File: src/rtl/pcseg_pkg.sv
package pcseg_pkg;
    localparam int PC_W  = 16;
    localparam int SEG_W = 3;

    typedef enum logic [0:0] {
        WRAP_IDLE = 1'b0,
        WRAP_SEEN = 1'b1
    } wrap_state_e;
endpackage

File: src/rtl/pcseg_segment.sv
// One ripple segment: each bit keeps or flips according to its incoming carry.
module pcseg_segment #(
    parameter int SEG_W = 3
) (
    input  logic [SEG_W-1:0] bits_q,
    input  logic             carry_in,
    output logic [SEG_W-1:0] bits_inc,
    output logic             carry_out
);
    logic [SEG_W:0] chain;

    assign chain[0] = carry_in;

    generate
        for (genvar i = 0; i < SEG_W; i++) begin : g_bit
            assign bits_inc[i] = chain[i] ? ~bits_q[i] : bits_q[i];
            assign chain[i+1]  = chain[i] & bits_q[i];
        end
    endgenerate

    assign carry_out = chain[SEG_W];
endmodule

File: src/rtl/pcseg_incr.sv
// Incrementer: toggling bit 0 followed by a cascade of short ripple segments.
module pcseg_incr #(
    parameter int PC_W  = 16,
    parameter int SEG_W = 3
) (
    input  logic [PC_W-1:0] cur,
    output logic [PC_W-1:0] nxt,
    output logic            top_carry
);
    localparam int NSEG = (PC_W - 1) / SEG_W;

    logic [NSEG:0] seg_carry;

    // Carry-in to the whole incrementer is fixed at 1, so bit 0 always flips
    // and the carry into bit 1 is simply the current bit 0.
    assign nxt[0]       = ~cur[0];
    assign seg_carry[0] = cur[0];

    generate
        for (genvar s = 0; s < NSEG; s++) begin : g_seg
            pcseg_segment #(.SEG_W(SEG_W)) u_seg (
                .bits_q   (cur[1 + s*SEG_W +: SEG_W]),
                .carry_in (seg_carry[s]),
                .bits_inc (nxt[1 + s*SEG_W +: SEG_W]),
                .carry_out(seg_carry[s+1])
            );
        end
    endgenerate

    assign top_carry = seg_carry[NSEG];
endmodule

File: src/rtl/pcseg_pc.sv
module pcseg_pc
    import pcseg_pkg::*;
#(
    parameter int ADDR_W   = PC_W,
    parameter int CHUNK_W  = SEG_W
) (
    input  logic              clk,
    input  logic              rst,
    input  logic              ld_jump,
    input  logic [ADDR_W-1:0] result_bus,
    output logic [ADDR_W-1:0] pc_q,
    output logic [ADDR_W-1:0] pc_inc,
    output logic              seg_ovf,
    output logic              wrap_err
);
    wrap_state_e       state_q;
    wrap_state_e       state_d;
    logic [ADDR_W-1:0] pc_d;
    logic              carry_top;

    pcseg_incr #(.PC_W(ADDR_W), .SEG_W(CHUNK_W)) u_incr (
        .cur      (pc_q),
        .nxt      (pc_inc),
        .top_carry(carry_top)
    );

    assign seg_ovf = carry_top;

    // Source select in front of the address register.
    assign pc_d = ld_jump ? result_bus : pc_inc;

    always_ff @(posedge clk) begin
        if (rst) begin
            pc_q <= '0;
        end else begin
            pc_q <= pc_d;
        end
    end

    // State register.
    always_ff @(posedge clk) begin
        if (rst) begin
            state_q <= WRAP_IDLE;
        end else begin
            state_q <= state_d;
        end
    end

    // Next state.
    always_comb begin
        state_d = state_q;
        unique case (state_q)
            WRAP_IDLE: if (carry_top && !ld_jump) state_d = WRAP_SEEN;
            WRAP_SEEN: state_d = WRAP_SEEN;
            default:   state_d = WRAP_IDLE;
        endcase
    end

    // Outputs.
    always_comb begin
        unique case (state_q)
            WRAP_IDLE: wrap_err = 1'b0;
            WRAP_SEEN: wrap_err = 1'b1;
            default:   wrap_err = 1'b0;
        endcase
    end
endmodule

File: config.mk
export PLATFORM = sky130hd
export DESIGN_NAME = pcseg_pc
export DESIGN_NICKNAME = d
export VERILOG_FILES = /design/src/rtl/pcseg_pkg.sv /design/src/rtl/pcseg_segment.sv /design/src/rtl/pcseg_incr.sv /design/src/rtl/pcseg_pc.sv
export SDC_FILE = /design/constraint.sdc
export NUM_CORES = 1
export LEC_CHECK = 0
export BUFFER_PORTS_ARGS = -buffer_cell sky130_fd_sc_hd__clkbuf_2
export CAP_MARGIN = 20
export CORE_AREA = 2 2 49 51
export CTS_CLUSTER_SIZE = 30
export DETAILED_ROUTE_END_ITERATION = 12
export DIE_AREA = 0 0 51 53
export GPL_TIMING_DRIVEN = 0
export PLACE_DENSITY_LB_ADDON = 0.25
export SYNTH_ARGS = -nofsm -noshare
export SYNTH_HDL_FRONTEND = slang
export SYNTH_SLANG_ARGS = --single-unit
File: constraint.sdc
create_clock -name clk -period 4.95 [get_ports clk]
set_input_delay 0.99 -clock clk [delete_from_list [all_inputs] [get_ports clk]]
set_output_delay 0.99 -clock clk [all_outputs]
set_load 0.02 [all_outputs]
==> parameters.txt <==
Parameter                              Value

Routing
  Drt wl/cell ... 10.85 um
  Vias after detailed routing ... 704
  Residual DRC ... 0
  Number of DRC markers after the initial detailed-route iteration ... 4
  Number of iterations in the first detailed-routing pass ... 2
  DRT Wirelength ... 1693 um
  Average via count per standard cell ... 4.513
  Count of antenna-violating nets left after detailed routing ... 0

Yosys
  Mean cell area of the mapped netlist ... 11.04 um2
  Count of warnings emitted by yosys ... 0
  Sequential cell area fraction in the yosys report ... 41.65%
  Number of different library cells in the post-synthesis netlist ... 13
  Synthesized Nets ... 108
  Flip-flop and latch count after synthesis ... 17
  Syn Std Cell Area ... 817.0 um2
  Gate count after technology mapping ... 74

Power
  Comb power frac ... 25.0%
  Clock share of power ... 24.4%
  LEAKAGE ... 0.0006906 uW
  Switching portion of total power ... 30.67%
  Internal power consumption ... 205.3 uW
  NetSw ... 90.81 uW
  Portion of total power attributed to sequential cells ... 50.6%
  Power per cell area ... 262.1 nW/um2
  Largest voltage drop on the vdd net ... 0.0001525 V

Timing
  Max Freq ... 215.6 MHz
  Setup TNS ... 0 ns
  Worst path setup slack after routing ... 0.3108 ns
  Final period util ... 93.72%
  Final hold violation count ... 0
  Final clock skew ... 0.002908 ns
  Slew at the pin closest to its max-slew limit ... 0.1793 ns
  Max-Slew Margin vs Limit ... 88.04%
  Min Clock Period, post-route ... 4.639 ns
  Post-route worst hold slack ... 0.4596 ns
  Unrepaired setup endpoints after global routing ... false
  Final-report setup violation count ... 0
  Slew Limit Fails ... 0

Clock network
  Number of resized instances in the post-cts repair step ... 0
  Clock tree from TritonCTS ... built
  Source-to-sink clock delay at the later pin of the worst-skew pair ... 0.28 ns
  Clock-pin transition on the worst setup and hold timing paths ... 0.10 ns
  TritonCTS sink count ... 17
  Max Buffers Root-to-Sink ... 2
  Clock H-tree levels ... 1
  Hold-fix buffers, CTS ... 0
  Setup Fix Bufs, Post-CTS ... 0
  TritonCTS Buffers ... 3
  Root cell of the clock tree ... clkbuf_4

Outcome
  Result of the run ... complete, no violations

Critical path
  Worst setup EP type ... output port
  Number of buffers and inverters on the critical path ... 1
  Worst path slowest cell ... dfxtp_1
  CP delay by family, top ... adder cells
  Critical path's largest stage delay ... 0.35 ns
  Cell-by-cell listing of the critical path ... ha_1 > ha_1 > ha_1 > ha_1 > ha_1 > ha_1 > ha_1 > ha_1 > ha_1 > ha_1 > ha_1 > ha_1 > ha_1 > ha_1 > ha_1 > clkbuf_2
  Startpoint type of the worst setup path ... flip-flop
  Kind of critical path ... reg2out
  Critical Path AT ... 3.65 ns
  Most numerous cell on the critical path ... ha_1
  WP data required ... 3.96 ns
  Max Fanout on Critical Path ... 4

Placement
  Worst slack, placed ... 0.6034 ns
  Total placed cells including tap cells ... 152
  Detailed-placement wirelength estimate ... 1427 um
  Placer congestion estimate ... 0.6133
  Count of input and output buffers ... 50

Floorplan
  Core Area ... 2148 um2
  Horizontal extent of the die ... 51 um
  Number of top-level pins ... 53
  Initial core utilization ... 38.03%
  Die Footprint ... 2703 um2
  Std cell rows ... 17
  Die Height ... 53 um

Hold path
  HP Class ... reg2reg

Finish
  Number of nets in the layout ... 163
  Final-layout fill cell count ... 224
  Non-filler cells, final ... 156
  Layout cells sized above 1 ... 46.09%
  Utilization of the core after routing ... 52.59%
  Area growth, synth to finish ... 38.28%
  Diodes inserted ... 0

Global route
  Overall Global Routing Usage ... 13.09%
  Via count of the first global-routing pass ... 646
  First-pass GRT wire length ... 2615 um
  Number of antenna violations at the first check in global routing ... 0
  Global route overflow ... 0
  Largest net degree at the start of global routing ... 11

Flow run
  MaxCap Viol Count ... 0
==> power groups by stage <==
stage / sequential, uW / combinational [uW] / clock (uW)
after floorplan: 162 / 41.7 / 0
after global placement: 152 / 73.4 / 0
after detailed placement: 153 / 75.3 / 0
after CTS: 150 / 75.7 / 76.1
after global routing: 151 / 81.1 / 82.6
final: 150 / 74.0 / 72.4
==> logic make-up (layout without fill, tap and decap cells) <==
| kind of cell | count (synthesis) | after routing | share of synthesized area, % |
|---|---|---|---|
| buffers and inverters | 7 | 61 | 6.892 |
| muxes | 15 | 15 | 18.38 |
| adders and majority gates | 15 | 15 | 22.97 |
| and+or+nand+nor | 18 | 18 | 8.882 |
| AOI/OAI and AO/OA | 2 | 2 | 1.225 |
| DFF | 17 | 17 | 41.65 |
==> path summary, 6_finish.rpt <==
check / startpoint / to / slack [ns] / cells past startpoint
setup / recovery: pc_q[0]$_SDFF_PP0_ / pc_inc[15] / 0.31 / 16
hold / removal: state_q$_SDFF_PP0_ / state_q$_SDFF_PP0_ / 0.46 / 2
setup reg to reg: pc_q[0]$_SDFF_PP0_ / pc_q[15]$_SDFF_PP0_ / 1.47 / 17
hold reg to reg: state_q$_SDFF_PP0_ / state_q$_SDFF_PP0_ / 0.46 / 2
==> worst register-to-register path: stages (launching register included) <==
cell and delay [ns]:
dfxtp_1 0.35, ha_1 0.19, ha_1 0.18, ha_1 0.18
ha_1 0.18, ha_1 0.18, ha_1 0.18, ha_1 0.18
ha_1 0.18, ha_1 0.18, ha_1 0.18, ha_1 0.18
ha_1 0.20, ha_1 0.18, ha_1 0.18, ha_1 0.29
mux2i_1 0.13, nor2_1 0.05
==> Yosys cell counts, drive strengths merged <==
cell type,number,area (um2)
or2,1,6.260
nor2,15,56.30
nand2,1,3.750
ha,15,187.7
buf,5,48.80
dfxtp,17,340.3
mux2i,15,150.1
inv,2,7.510
nand2b,1,6.260
a21oi,2,10.01
==> state kept, by name (all words and copies together) (netlist names) <==
name,count
pc_q,16
state_q,1
==> through the flow <==
step                total power (uW)  area [um2]
global route                   314.7        1130
detailed placement             228.4        1102
finish                         296.1        1130
CTS                            301.9        1130
floorplan                      203.7       817.0
global placement               225.8        1102
==> per-layer routing <==
metal / vias to the layer above / wire [um] / track usage [%]
met3: 2 / 127 / 2.825
li1: 360 / - / -
met2: 28 / 873 / 22.94
met1: 314 / 680 / 14.88
met5: - / 0 / 0
met4: 0 / 10 / 6.757
==> final cells by class <==
cell class / count / area, um2 / share of cell area [%]
Buffer: 5 / 48.80 / 4.319
Clock buffer: 3 / 22.52 / 1.993
Clock inverter: 1 / 5.005 / 0.4430
Inverter: 2 / 7.507 / 0.6645
Multi-Input combinational cell: 50 / 420.4 / 37.21
Sequential cell: 17 / 340.3 / 30.12
Tap cell: 28 / 35.03 / 3.101
Timing Repair Buffer: 50 / 250.2 / 22.15
==> cells in the final DEF, fill, tap and decap left out <==
cell / n
clkinv_2: 1
ha_1: 15
clkbuf_2: 50
mux2i_1: 15
nand2_1: 1
or2_0: 1
buf_12: 1
buf_4: 1
buf_2: 2
dfxtp_1: 17
inv_1: 2
buf_6: 1
clkbuf_4: 3
nand2b_1: 1
a21oi_1: 2
nor2_1: 15
No activity file was read; power rests on OpenSTA's default activity.
